### src/rtl/sp_pkg.sv
package sp_pkg;

  localparam int unsigned SP_DATA_BITS  = 8;
  localparam int unsigned SP_FRAME_BITS = SP_DATA_BITS + 2;

  localparam int unsigned SP_OFF_TXD  = 'h0;
  localparam int unsigned SP_OFF_RXD  = 'h4;
  localparam int unsigned SP_OFF_STAT = 'h8;

  localparam int unsigned SP_STAT_TXBUSY = 0;
  localparam int unsigned SP_STAT_RXVLD  = 1;

  typedef enum logic [1:0] {
    RX_IDLE,
    RX_START,
    RX_DATA,
    RX_STOP
  } rx_state_e;

  function automatic int unsigned sp_clks_per_bit(input int unsigned clk_hz,
                                                  input int unsigned baud);
    return (clk_hz + baud / 2) / baud;
  endfunction

endpackage

### src/rtl/sp_tx.sv
module sp_tx #(
  parameter int unsigned CPB = 434
) (
  input  logic                          clk,
  input  logic                          rst_n,
  input  logic                          load,
  input  logic [sp_pkg::SP_DATA_BITS-1:0] din,
  output logic                          tx,
  output logic                          busy
);
  import sp_pkg::*;

  localparam int unsigned CW = $clog2(CPB + 1);
  localparam int unsigned FB = SP_FRAME_BITS;
  localparam int unsigned IW = $clog2(FB);

  logic          busy_q, busy_d;
  logic [FB-1:0] sh_q, sh_d;
  logic [CW-1:0] cnt_q, cnt_d;
  logic [IW-1:0] idx_q, idx_d;
  logic          bit_end;
  logic          upd_en;

  assign bit_end = (cnt_q == CW'(CPB - 1));
  assign upd_en  = busy_q || load;

  always_comb begin
    busy_d = busy_q;
    sh_d   = sh_q;
    cnt_d  = cnt_q;
    idx_d  = idx_q;
    if (!busy_q) begin
      if (load) begin
        busy_d = 1'b1;
        sh_d   = {1'b1, din, 1'b0};
        cnt_d  = '0;
        idx_d  = '0;
      end
    end else if (bit_end) begin
      cnt_d = '0;
      sh_d  = {1'b1, sh_q[FB-1:1]};
      if (idx_q == IW'(FB - 1)) begin
        busy_d = 1'b0;
      end else begin
        idx_d = idx_q + 1'b1;
      end
    end else begin
      cnt_d = cnt_q + 1'b1;
    end
  end

  always_ff @(posedge clk or negedge rst_n) begin
    if (!rst_n) begin
      busy_q <= 1'b0;
      sh_q   <= '1;
      cnt_q  <= '0;
      idx_q  <= '0;
    end else if (upd_en) begin
      busy_q <= busy_d;
      sh_q   <= sh_d;
      cnt_q  <= cnt_d;
      idx_q  <= idx_d;
    end
  end

  assign tx   = sh_q[0];
  assign busy = busy_q;

endmodule

### src/rtl/sp_rx.sv
module sp_rx #(
  parameter int unsigned CPB = 434
) (
  input  logic                            clk,
  input  logic                            rst_n,
  input  logic                            rx,
  output logic                            push,
  output logic [sp_pkg::SP_DATA_BITS-1:0] data
);
  import sp_pkg::*;

  localparam int unsigned CW   = $clog2(CPB + 1);
  localparam int unsigned HALF = (CPB / 2 > 0) ? CPB / 2 : 1;
  localparam int unsigned DW   = SP_DATA_BITS;
  localparam int unsigned IW   = $clog2(DW);

  logic          s1_q, s2_q, prev_q;
  rx_state_e     state_q, state_d;
  logic [CW-1:0] cnt_q, cnt_d;
  logic [IW-1:0] idx_q, idx_d;
  logic [DW-1:0] sh_q, sh_d;
  logic          bit_end;
  logic          fsm_en;

  assign bit_end = (cnt_q == CW'(CPB - 1));
  assign fsm_en  = (state_q != RX_IDLE) || (prev_q && !s2_q);

  always_comb begin
    state_d = state_q;
    cnt_d   = cnt_q;
    idx_d   = idx_q;
    sh_d    = sh_q;
    push    = 1'b0;
    case (state_q)
      RX_IDLE: begin
        if (prev_q && !s2_q) begin
          state_d = RX_START;
          cnt_d   = '0;
        end
      end
      RX_START: begin
        if (cnt_q == CW'(HALF - 1)) begin
          cnt_d   = '0;
          idx_d   = '0;
          state_d = s2_q ? RX_IDLE : RX_DATA;
        end else begin
          cnt_d = cnt_q + 1'b1;
        end
      end
      RX_DATA: begin
        if (bit_end) begin
          cnt_d = '0;
          sh_d  = {s2_q, sh_q[DW-1:1]};
          if (idx_q == IW'(DW - 1)) begin
            state_d = RX_STOP;
          end else begin
            idx_d = idx_q + 1'b1;
          end
        end else begin
          cnt_d = cnt_q + 1'b1;
        end
      end
      RX_STOP: begin
        if (bit_end) begin
          cnt_d   = '0;
          state_d = RX_IDLE;
          push    = s2_q;
        end else begin
          cnt_d = cnt_q + 1'b1;
        end
      end
      default: state_d = RX_IDLE;
    endcase
  end

  always_ff @(posedge clk or negedge rst_n) begin
    if (!rst_n) begin
      s1_q   <= 1'b1;
      s2_q   <= 1'b1;
      prev_q <= 1'b1;
    end else begin
      s1_q   <= rx;
      s2_q   <= s1_q;
      prev_q <= s2_q;
    end
  end

  always_ff @(posedge clk or negedge rst_n) begin
    if (!rst_n) begin
      state_q <= RX_IDLE;
      cnt_q   <= '0;
      idx_q   <= '0;
      sh_q    <= '0;
    end else if (fsm_en) begin
      state_q <= state_d;
      cnt_q   <= cnt_d;
      idx_q   <= idx_d;
      sh_q    <= sh_d;
    end
  end

  assign data = sh_q;

endmodule

### src/rtl/sp_fifo.sv
module sp_fifo #(
  parameter int unsigned DEPTH = 8,
  parameter int unsigned WIDTH = 8,
  localparam int unsigned AW   = (DEPTH > 1) ? $clog2(DEPTH) : 1,
  localparam int unsigned CNTW = $clog2(DEPTH + 1)
) (
  input  logic             clk,
  input  logic             rst_n,
  input  logic             push,
  input  logic [WIDTH-1:0] din,
  input  logic             pop,
  output logic [WIDTH-1:0] dout,
  output logic             empty,
  output logic             full,
  output logic [CNTW-1:0]  count
);

  logic [WIDTH-1:0] mem [DEPTH];
  logic [AW-1:0]    wr_q, wr_d, rd_q, rd_d;
  logic [CNTW-1:0]  cnt_q, cnt_d;
  logic             do_push, do_pop;

  function automatic logic [AW-1:0] ptr_inc(input logic [AW-1:0] p);
    return (p == AW'(DEPTH - 1)) ? '0 : p + 1'b1;
  endfunction

  assign empty   = (cnt_q == '0);
  assign full    = (cnt_q == CNTW'(DEPTH));
  assign do_push = push && !full;
  assign do_pop  = pop && !empty;

  always_comb begin
    wr_d  = do_push ? ptr_inc(wr_q) : wr_q;
    rd_d  = do_pop  ? ptr_inc(rd_q) : rd_q;
    cnt_d = cnt_q;
    case ({do_push, do_pop})
      2'b10:   cnt_d = cnt_q + 1'b1;
      2'b01:   cnt_d = cnt_q - 1'b1;
      default: cnt_d = cnt_q;
    endcase
  end

  always_ff @(posedge clk or negedge rst_n) begin
    if (!rst_n) begin
      wr_q  <= '0;
      rd_q  <= '0;
      cnt_q <= '0;
    end else if (do_push || do_pop) begin
      wr_q  <= wr_d;
      rd_q  <= rd_d;
      cnt_q <= cnt_d;
    end
  end

  for (genvar i = 0; i < DEPTH; i++) begin : g_entry
    always_ff @(posedge clk) begin
      if (do_push && (wr_q == AW'(i))) begin
        mem[i] <= din;
      end
    end
  end

  assign dout  = mem[rd_q];
  assign count = cnt_q;

endmodule

### src/rtl/mmio_uart_port.sv
module mmio_uart_port #(
  parameter int unsigned CLK_HZ     = 50_000_000,
  parameter int unsigned BAUD       = 115_200,
  parameter int unsigned FIFO_DEPTH = 8,
  parameter logic [31:0] BASE_ADDR  = 32'h1000_0000,
  parameter int unsigned PAGE_BITS  = 12
) (
  input  logic        clk,
  input  logic        rst_n,
  input  logic        bus_valid,
  output logic        bus_ready,
  input  logic        bus_we,
  input  logic [31:0] bus_addr,
  input  logic [31:0] bus_wdata,
  output logic [31:0] bus_rdata,
  output logic        tx,
  input  logic        rx
);
  import sp_pkg::*;

  localparam int unsigned CPB  = sp_clks_per_bit(CLK_HZ, BAUD);
  localparam int unsigned DW   = SP_DATA_BITS;
  localparam int unsigned CNTW = $clog2(FIFO_DEPTH + 1);

  logic                 page_hit, acc;
  logic [PAGE_BITS-1:0] offset;
  logic                 sel_txd, sel_rxd, sel_stat;
  logic                 wr_go, rd_rx_req, fifo_pop;
  logic                 tx_busy;
  logic                 rx_push;
  logic [DW-1:0]        rx_byte, fifo_head;
  logic                 fifo_empty, fifo_full;
  logic [CNTW-1:0]      fifo_count;
  logic                 wdata_unused;

  assign page_hit = (bus_addr[31:PAGE_BITS] == BASE_ADDR[31:PAGE_BITS]);
  assign offset   = bus_addr[PAGE_BITS-1:0];
  assign acc      = bus_valid && page_hit;
  assign bus_ready = acc;

  assign sel_txd  = (offset == PAGE_BITS'(SP_OFF_TXD));
  assign sel_rxd  = (offset == PAGE_BITS'(SP_OFF_RXD));
  assign sel_stat = (offset == PAGE_BITS'(SP_OFF_STAT));

  assign wr_go     = acc && bus_we && sel_txd && !tx_busy;
  assign rd_rx_req = acc && !bus_we && sel_rxd;
  assign fifo_pop  = rd_rx_req && !fifo_empty;

  assign wdata_unused = ^bus_wdata[31:DW];

  always_comb begin
    bus_rdata = '0;
    if (acc && !bus_we) begin
      if (sel_rxd && !fifo_empty) begin
        bus_rdata[DW-1:0] = fifo_head;
      end else if (sel_stat) begin
        bus_rdata[SP_STAT_TXBUSY] = tx_busy;
        bus_rdata[SP_STAT_RXVLD]  = !fifo_empty;
      end
    end
  end

  sp_tx #(.CPB(CPB)) tx_i (
    .clk  (clk),
    .rst_n(rst_n),
    .load (wr_go),
    .din  (bus_wdata[DW-1:0]),
    .tx   (tx),
    .busy (tx_busy)
  );

  sp_rx #(.CPB(CPB)) rx_i (
    .clk  (clk),
    .rst_n(rst_n),
    .rx   (rx),
    .push (rx_push),
    .data (rx_byte)
  );

  sp_fifo #(.DEPTH(FIFO_DEPTH), .WIDTH(DW)) fifo_i (
    .clk  (clk),
    .rst_n(rst_n),
    .push (rx_push),
    .din  (rx_byte),
    .pop  (fifo_pop),
    .dout (fifo_head),
    .empty(fifo_empty),
    .full (fifo_full),
    .count(fifo_count)
  );

endmodule

### config.mk
export PLATFORM = sky130hd
export DESIGN_NAME = mmio_uart_port
export DESIGN_NICKNAME = d
export VERILOG_FILES = /design/src/rtl/sp_pkg.sv /design/src/rtl/sp_tx.sv /design/src/rtl/sp_rx.sv /design/src/rtl/sp_fifo.sv /design/src/rtl/mmio_uart_port.sv
export SDC_FILE = /design/constraint.sdc
export NUM_CORES = 1
export LEC_CHECK = 0
export CORE_ASPECT_RATIO = 0.75
export CORE_UTILIZATION = 45
export CTS_CLUSTER_DIAMETER = 80
export DETAILED_ROUTE_END_ITERATION = 7
export PLACE_DENSITY_LB_ADDON = 0.05
export RECOVER_POWER = 50
export SETUP_SLACK_MARGIN = 0.2
export SLEW_MARGIN = 20
export SYNTH_ARGS = -nofsm -noshare
export SYNTH_HDL_FRONTEND = slang
export SYNTH_SLANG_ARGS = --single-unit
### constraint.sdc
create_clock -name clk -period 3.7 [get_ports clk]
set_input_delay 0.555 -clock clk [delete_from_list [all_inputs] [get_ports clk]]
set_output_delay 0.555 -clock clk [all_outputs]
set_load 0.01 [all_outputs]
==> flow_metrics.tcl, run 1 <==
set metrics [dict create \
    p_sw_frac 0.252 \
    avgSynthCellArea_um2 12.5 \
    ys_seq_area_frac 0.568 \
    rsz0062_at_grt "false" \
    yosysTopAreaCell "edfxtp_1" \
    fmax_mhz 295 \
    required_ns 3.14 \
    clock_latency_ns 0.41 \
    fin_crit_sh 0.917 \
    viasPerCell 5.38 \
    firstDrtPassIters 7 \
    synthFlopType "edfxtp_1" \
    grt.met1_usage 0.269 \
    r2r_cells 12 \
    rows 36 \
    critPathLaunchType "input pin" \
    vias 3911 \
    clockBufferDepth 2 \
    grt_pass1_wl_mm 19.8 \
    post-route-min-period_ns 3.39 \
    drive_gt1_frac 0.160 \
    synth_top_cells_by_area "edfxtp_1, dfrtp_1, mux4_2" \
    grt_pass1_vias 3826 \
    syn2layout_area_growth_pct 20.3 \
    multi_input_area_um2 2360 \
    gr-max-usage-layer "met2" \
    tightest_slew_ns 2.25 \
    antenna_cells 0 \
    p_per_area_nw_per_um2 457 \
    grt_max_degree 40 \
    wirelength_mm 12.3 \
    violations "design-rule violations, max-capacitance violations, max-slew violations" \
    tns_ns 0 \
    grt_antenna_before_repair 0 \
    seqCellArea_um2 3390 \
    synth_edf_count 64 \
    holdPathStages 0 \
    worstPathMaxFanout 11 \
    post-cts-setup-buffers 0 \
    synth_area_um2 5960 \
    cts_buffers 17 \
    setup_ws_ns 0.308 \
    p_int_uw 2450 \
    die_x_um 135 \
    ir_worst_vdd_mv 0.325 \
    ios 103 \
    grt_overflow 0 \
    clock-sinks 122 \
    place_ws_ns 0.279 \
    gp_congestion 0.830 \
    p_leak_uw 0.00260 \
    hp-class "register to register" \
    finClkSkew_ns 0.00800 \
    final_nets 631 \
    pwr-share-clk 0.465 \
    power_frac_comb 0.078 \
    cts_tree "done" \
    core_area_um2 13000 \
    critPathKind "input pin to primary output" \
    critPathCaptureType "primary output" \
    final-instance-count-excl-fill 727 \
    synthTopCellsByCount "edfxtp_1, dfrtp_1, nor2_1" \
    htreeDepth 4 \
    drc_errors 1 \
    clockRootBuffer "clkbuf_16" \
    initial_utilization 0.460 \
    use_met3 0.0566 \
    status "finished, violations left" \
    port_buffers 54 \
    yosysWarnings 0 \
    clkSlewWorstSetupHoldPaths_ns 0.06 \
    hold_violations 0 \
    yosys.area.top_type_share 0.322 \
    placedCellCount 695 \
    maxSlewViolCount 40 \
    fillers 1119 \
    setup_viol 0 \
    seqPwrFrac 0.457 \
    slew_headroom -0.498 \
    synth-seq-cells 122 \
    p_switching_uw 827 \
    grt_use_met2 0.293 \
    max_cap_viol_count 1 \
    synth_most_common_cell "edfxtp_1" \
    synthArstFlopShare 0.475 \
    cts_hold_buf 0 \
    wire_per_inst_um 17.0 \
    die_h_um 102 \
    synthCells 479 \
    arrival_ns 2.84 \
    synth_cell_type_count 60 \
    dp_hpwl_mm 8.28 \
    grt_use_total 0.194 \
    drtIter0Drc 192 \
    die_area_um2 13700 \
    ant_nets 0 \
]
-- sequential cells by signal, summed over array words and instances (netlist names), named ones only --
name / cells
rx_i.idx_q: 3
tx_i.idx_q: 4
tx_i.cnt_q: 9
rx_i.state_q: 1
fifo_i.mem: 64
rx_i.s1_q: 1
fifo_i.wr_q: 3
tx_i.busy: 1
rx_i.data: 8
tx_i.sh_q: 9
fifo_i.rd_q: 3
rx_i.s2_q: 1
fifo_i.count: 4
rx_i.cnt_q: 9
rx_i.prev_q: 1
-- logic make-up (layout without fill, tap and decap cells) --
| family | Yosys count | count (layout) | synth area share |
|---|---|---|---|
| DFF | 122 | 122 | 0.568 |
| adders and majority gates | 19 | 19 | 0.0399 |
| buffers and inverters | 55 | 109 | 0.0514 |
| muxes | 38 | 38 | 0.100 |
| xor gates and xnor gates | 4 | 4 | 0.00587 |
| AOI/OAI and AO/OA | 76 | 76 | 0.0795 |
| other | 1 | 24 | 0.000629 |
| and+or+nand+nor | 164 | 164 | 0.154 |
-- worst paths after layout --
check	start	endpoint	slack [ns]
setup / recovery	bus_addr[22]	bus_rdata[2]	0.31
hold / removal	rx_i.s1_q	rx_i.s2_q	0.36
setup reg to reg	fifo_i.count[1]	fifo_i.count[2]	0.51
hold reg to reg	rx_i.s1_q	rx_i.s2_q	0.36
max in group asynchronous	rst_n	fifo_i.wr_q[2]	0.99
min in group asynchronous	rst_n	rx_i.data[4]	0.82
-- placed cells by master, fill, tap and decap left out, types with 16 or more instances in the layout --
| cell | Yosys | routed |
|---|---|---|
| clkbuf_16 | 0 | 17 |
| nor2_1 | 38 | 38 |
| o21ai_0 | 27 | 27 |
| nand2_1 | 33 | 33 |
| ha_1 | 19 | 19 |
| mux4_2 | 16 | 16 |
| conb_1 | 1 | 24 |
| clkdlybuf4s50_1 | 0 | 51 |
| dfrtp_1 | 46 | 45 |
| edfxtp_1 | 64 | 64 |
-- timing repair --
| action | 4_1_cts | 5_1_grt |
|---|---|---|
| gates resized for setup | 0 | 2 |
| endpoints found under the hold margin | 0 | 0 |
| endpoints found under the setup margin | 0 | 4 |
-- stage by stage --
stage          total power [uW]   util  instance area [um^2]  hold slack [ns]
5_1_grt                    3410  0.553                  7180            0.371
3_5_place_dp               1780  0.510                  6620            0.347
2_1_floorplan              1710      -                  6050            0.259
6_report                   3280  0.553                  7180            0.358
3_3_place_gp               1780  0.510                  6620            0.346
4_1_cts                    3310  0.553                  7180            0.328
-- worst max-delay path: stages --
cell	delay (ns)
dlygate4sd3_1	0.54
nor4b_1	0.37
and4_1	0.33
nand4b_1	0.11
buf_4	0.20
nor2_1	0.17
clkdlybuf4s50_1	0.56
-- power by group through the flow --
stage / Clock (uW) / Combinational [uW] / Sequential, uW
after global placement: 0 / 251 / 1530
after detailed placement: 0 / 254 / 1530
after floorplan: 0 / 221 / 1490
final: 1520 / 255 / 1500
after CTS: 1550 / 258 / 1500
after global routing: 1610 / 294 / 1510
-- final cells by class --
class,instances,area share
clock buffer,18,0.0612
clock inverter,14,0.0162
inverter,12,0.00628
multi-input combinational,325,0.329
sequential,122,0.472
tap,171,0.0298
timing repair buffer,65,0.0849
-- per-layer routing --
metal / wire length [um] / vias up / part of all wire
met5: 0 / - / 0
met4: 41 / 0 / 0.0033
met3: 744 / 4 / 0.060
met2: 5640 / 104 / 0.46
met1: 5910 / 1910 / 0.48
li1: - / 1893 / -
Note: power is estimated with default switching activity, not from simulation.
==> inputs of run 2 (changes only) <==
--- a/config.mk
+++ b/config.mk
@@ -12,7 +12,9 @@
 export PLACE_DENSITY_LB_ADDON = 0.05
 export RECOVER_POWER = 50
 export SETUP_SLACK_MARGIN = 0.2
+export SKIP_CTS_REPAIR_TIMING = 1
 export SLEW_MARGIN = 20
 export SYNTH_ARGS = -nofsm -noshare
 export SYNTH_HDL_FRONTEND = slang
+export SYNTH_HIERARCHICAL = 1
 export SYNTH_SLANG_ARGS = --single-unit
==> run 2 against run 1 <==
The run ends with max-capacitance violations, max-slew violations left. Sequential share of layout area shrank 1.6 points. First-iteration DRC count grew 35%. Sequential power is essentially flat. Routed wire length grew 0.58%. Final cell count grew 0.55%. Synthesized cell count grew 0.42%. Count of clock-buffer cells in the layout grew 4. Global-route usage shrank 1.0 points. Power grew 1.7%. Flip-flop and latch count is the same. Clock skew grew 0.0024 ns. Highest routed layer unchanged.
==> flow_metrics.tcl, run 2 <==
set metrics [dict create \
    top_register "fifo_i/mem" \
    hp-class "register to register" \
    wire_per_inst_um 17.0 \
    ant_nets 0 \
    viasPerCell 5.52 \
    final_cell_mix "edfxtp_1, clkdlybuf4s50_1, dfrtp_1" \
    wirelength_mm 12.4 \
    clockBufferDepth 2 \
    tns_ns 0 \
    grt_pass1_wl_mm 19.5 \
    die_h_um 104 \
    grt_overflow 0 \
    cts_tree "done" \
    gp_congestion 0.748 \
    drive_gt1_frac 0.198 \
    avgSynthCellArea_um2 12.9 \
    largest_reg_flops 64 \
    syn2layout_area_growth_pct 20.0 \
    grt_use_total 0.184 \
    max_cap_viol_count 1 \
    drc_errors 0 \
    final-instance-count-excl-fill 731 \
    dp_hpwl_mm 8.46 \
    fin_crit_sh 0.887 \
    clock_latency_ns 0.41 \
    fmax_mhz 305 \
    synth_area_um2 6190 \
    power_uw 3340 \
    finClkSkew_ns 0.0104 \
    p_per_area_nw_per_um2 449 \
    core_area_um2 13200 \
    violations "max-capacitance violations, max-slew violations" \
    drtIter0Drc 259 \
    clockRootBuffer "clkbuf_16" \
    final_common_cell "edfxtp_1" \
    hold_violations 0 \
    initial_utilization 0.469 \
    cts_buffers 17 \
    final_cell_area_um2 7430 \
    setup_viol 0 \
    antenna_cells 0 \
    status "finished, violations left" \
    required_ns 3.14 \
    ir_worst_vdd_mv 0.352 \
    grt_max_degree 34 \
    grt_pass1_vias 3806 \
    synthCells 481 \
    rows 36 \
    port_buffers 54 \
    arrival_ns 2.73 \
    place_area_um2 6850 \
    critPathLaunchType "register" \
    clock-sinks 122 \
    worstPathMaxFanout 7 \
    final_nets 635 \
    die_area_um2 14200 \
    p_leak_uw 0.00267 \
    critPathKind "register to primary output" \
    critPathCaptureType "primary output" \
    vias 4036 \
    rsz0062_at_grt "false" \
    yosysWarnings 6 \
    tightest_slew_ns 1.86 \
    die_x_um 137 \
    ios 103 \
    htreeDepth 4 \
    maxSlewViolCount 34 \
    fillers 1095 \
    slew_headroom -0.237 \
    firstDrtPassIters 5 \
    post-route-min-period_ns 3.28 \
    grt_antenna_before_repair 0 \
    placedCellCount 699 \
    clkSlewWorstSetupHoldPaths_ns 0.05 \
]
-- run 2: critical path: stages (launching register included) --
cell             delay [ns]
dfrtp_1                0.51
buf_4                  0.26
mux4_2                 0.50
mux2_2                 0.29
a32oi_1                0.21
nor4_1                 0.08
clkdlybuf4s50_1        0.48
-- run 2: cell type report --
class / instances / area [um^2] / share of cell area
flip-flops and latches: 122 / 3390 / 0.456
multi-input cells: 317 / 2540 / 0.341
repair buffers: 68 / 636 / 0.0855
clock buffers: 22 / 454 / 0.0611
well taps: 171 / 214 / 0.0288
clock inverters: 10 / 125 / 0.0168
inverters: 21 / 78.8 / 0.0106
-- run 2: metrics by stage --
step | util | hold WS, ns | setup WS (ns)
after global routing | 0.563 | 0.364 | 0.267
after CTS | 0.563 | 0.235 | 0.351
final | 0.563 | 0.361 | 0.419
after floorplan | - | 0.259 | 0.519
after global placement | 0.519 | 0.346 | 0.0745
after detailed placement | 0.519 | 0.347 | 0.114
-- run 2: routing by layer --
layer	up-vias	track usage	wire length, um
met4	0	0.0589	118
met2	133	0.255	5220
met5	-	0	0
li1	1925	-	-
met3	10	0.0563	1000
met1	1968	0.272	6070
-- run 2: path summary, 6_finish.rpt --
kind,from,end,slack [ns],depth (start not counted)
worst max-delay path,fifo_i/rd_q[0],bus_rdata[1],0.42,6
worst min-delay path,rx_i/s1_q,rx_i/s2_q,0.36,0
worst max register to register,rx_i/cnt_q[1],fifo_i/count[3],0.56,13
worst min register to register,rx_i/s1_q,rx_i/s2_q,0.36,0
max in group asynchronous,rst_n,rx_i/data[5],0.93,2
min in group asynchronous,rst_n,tx_i/idx_q[3],0.66,1
-- run 2: report_power, final --
part           total (uW)  switching, uW  internal (uW)
combinational         236            131            105
clock                1610            542           1070
sequential           1490           40.3           1450
total                3340            714           2620
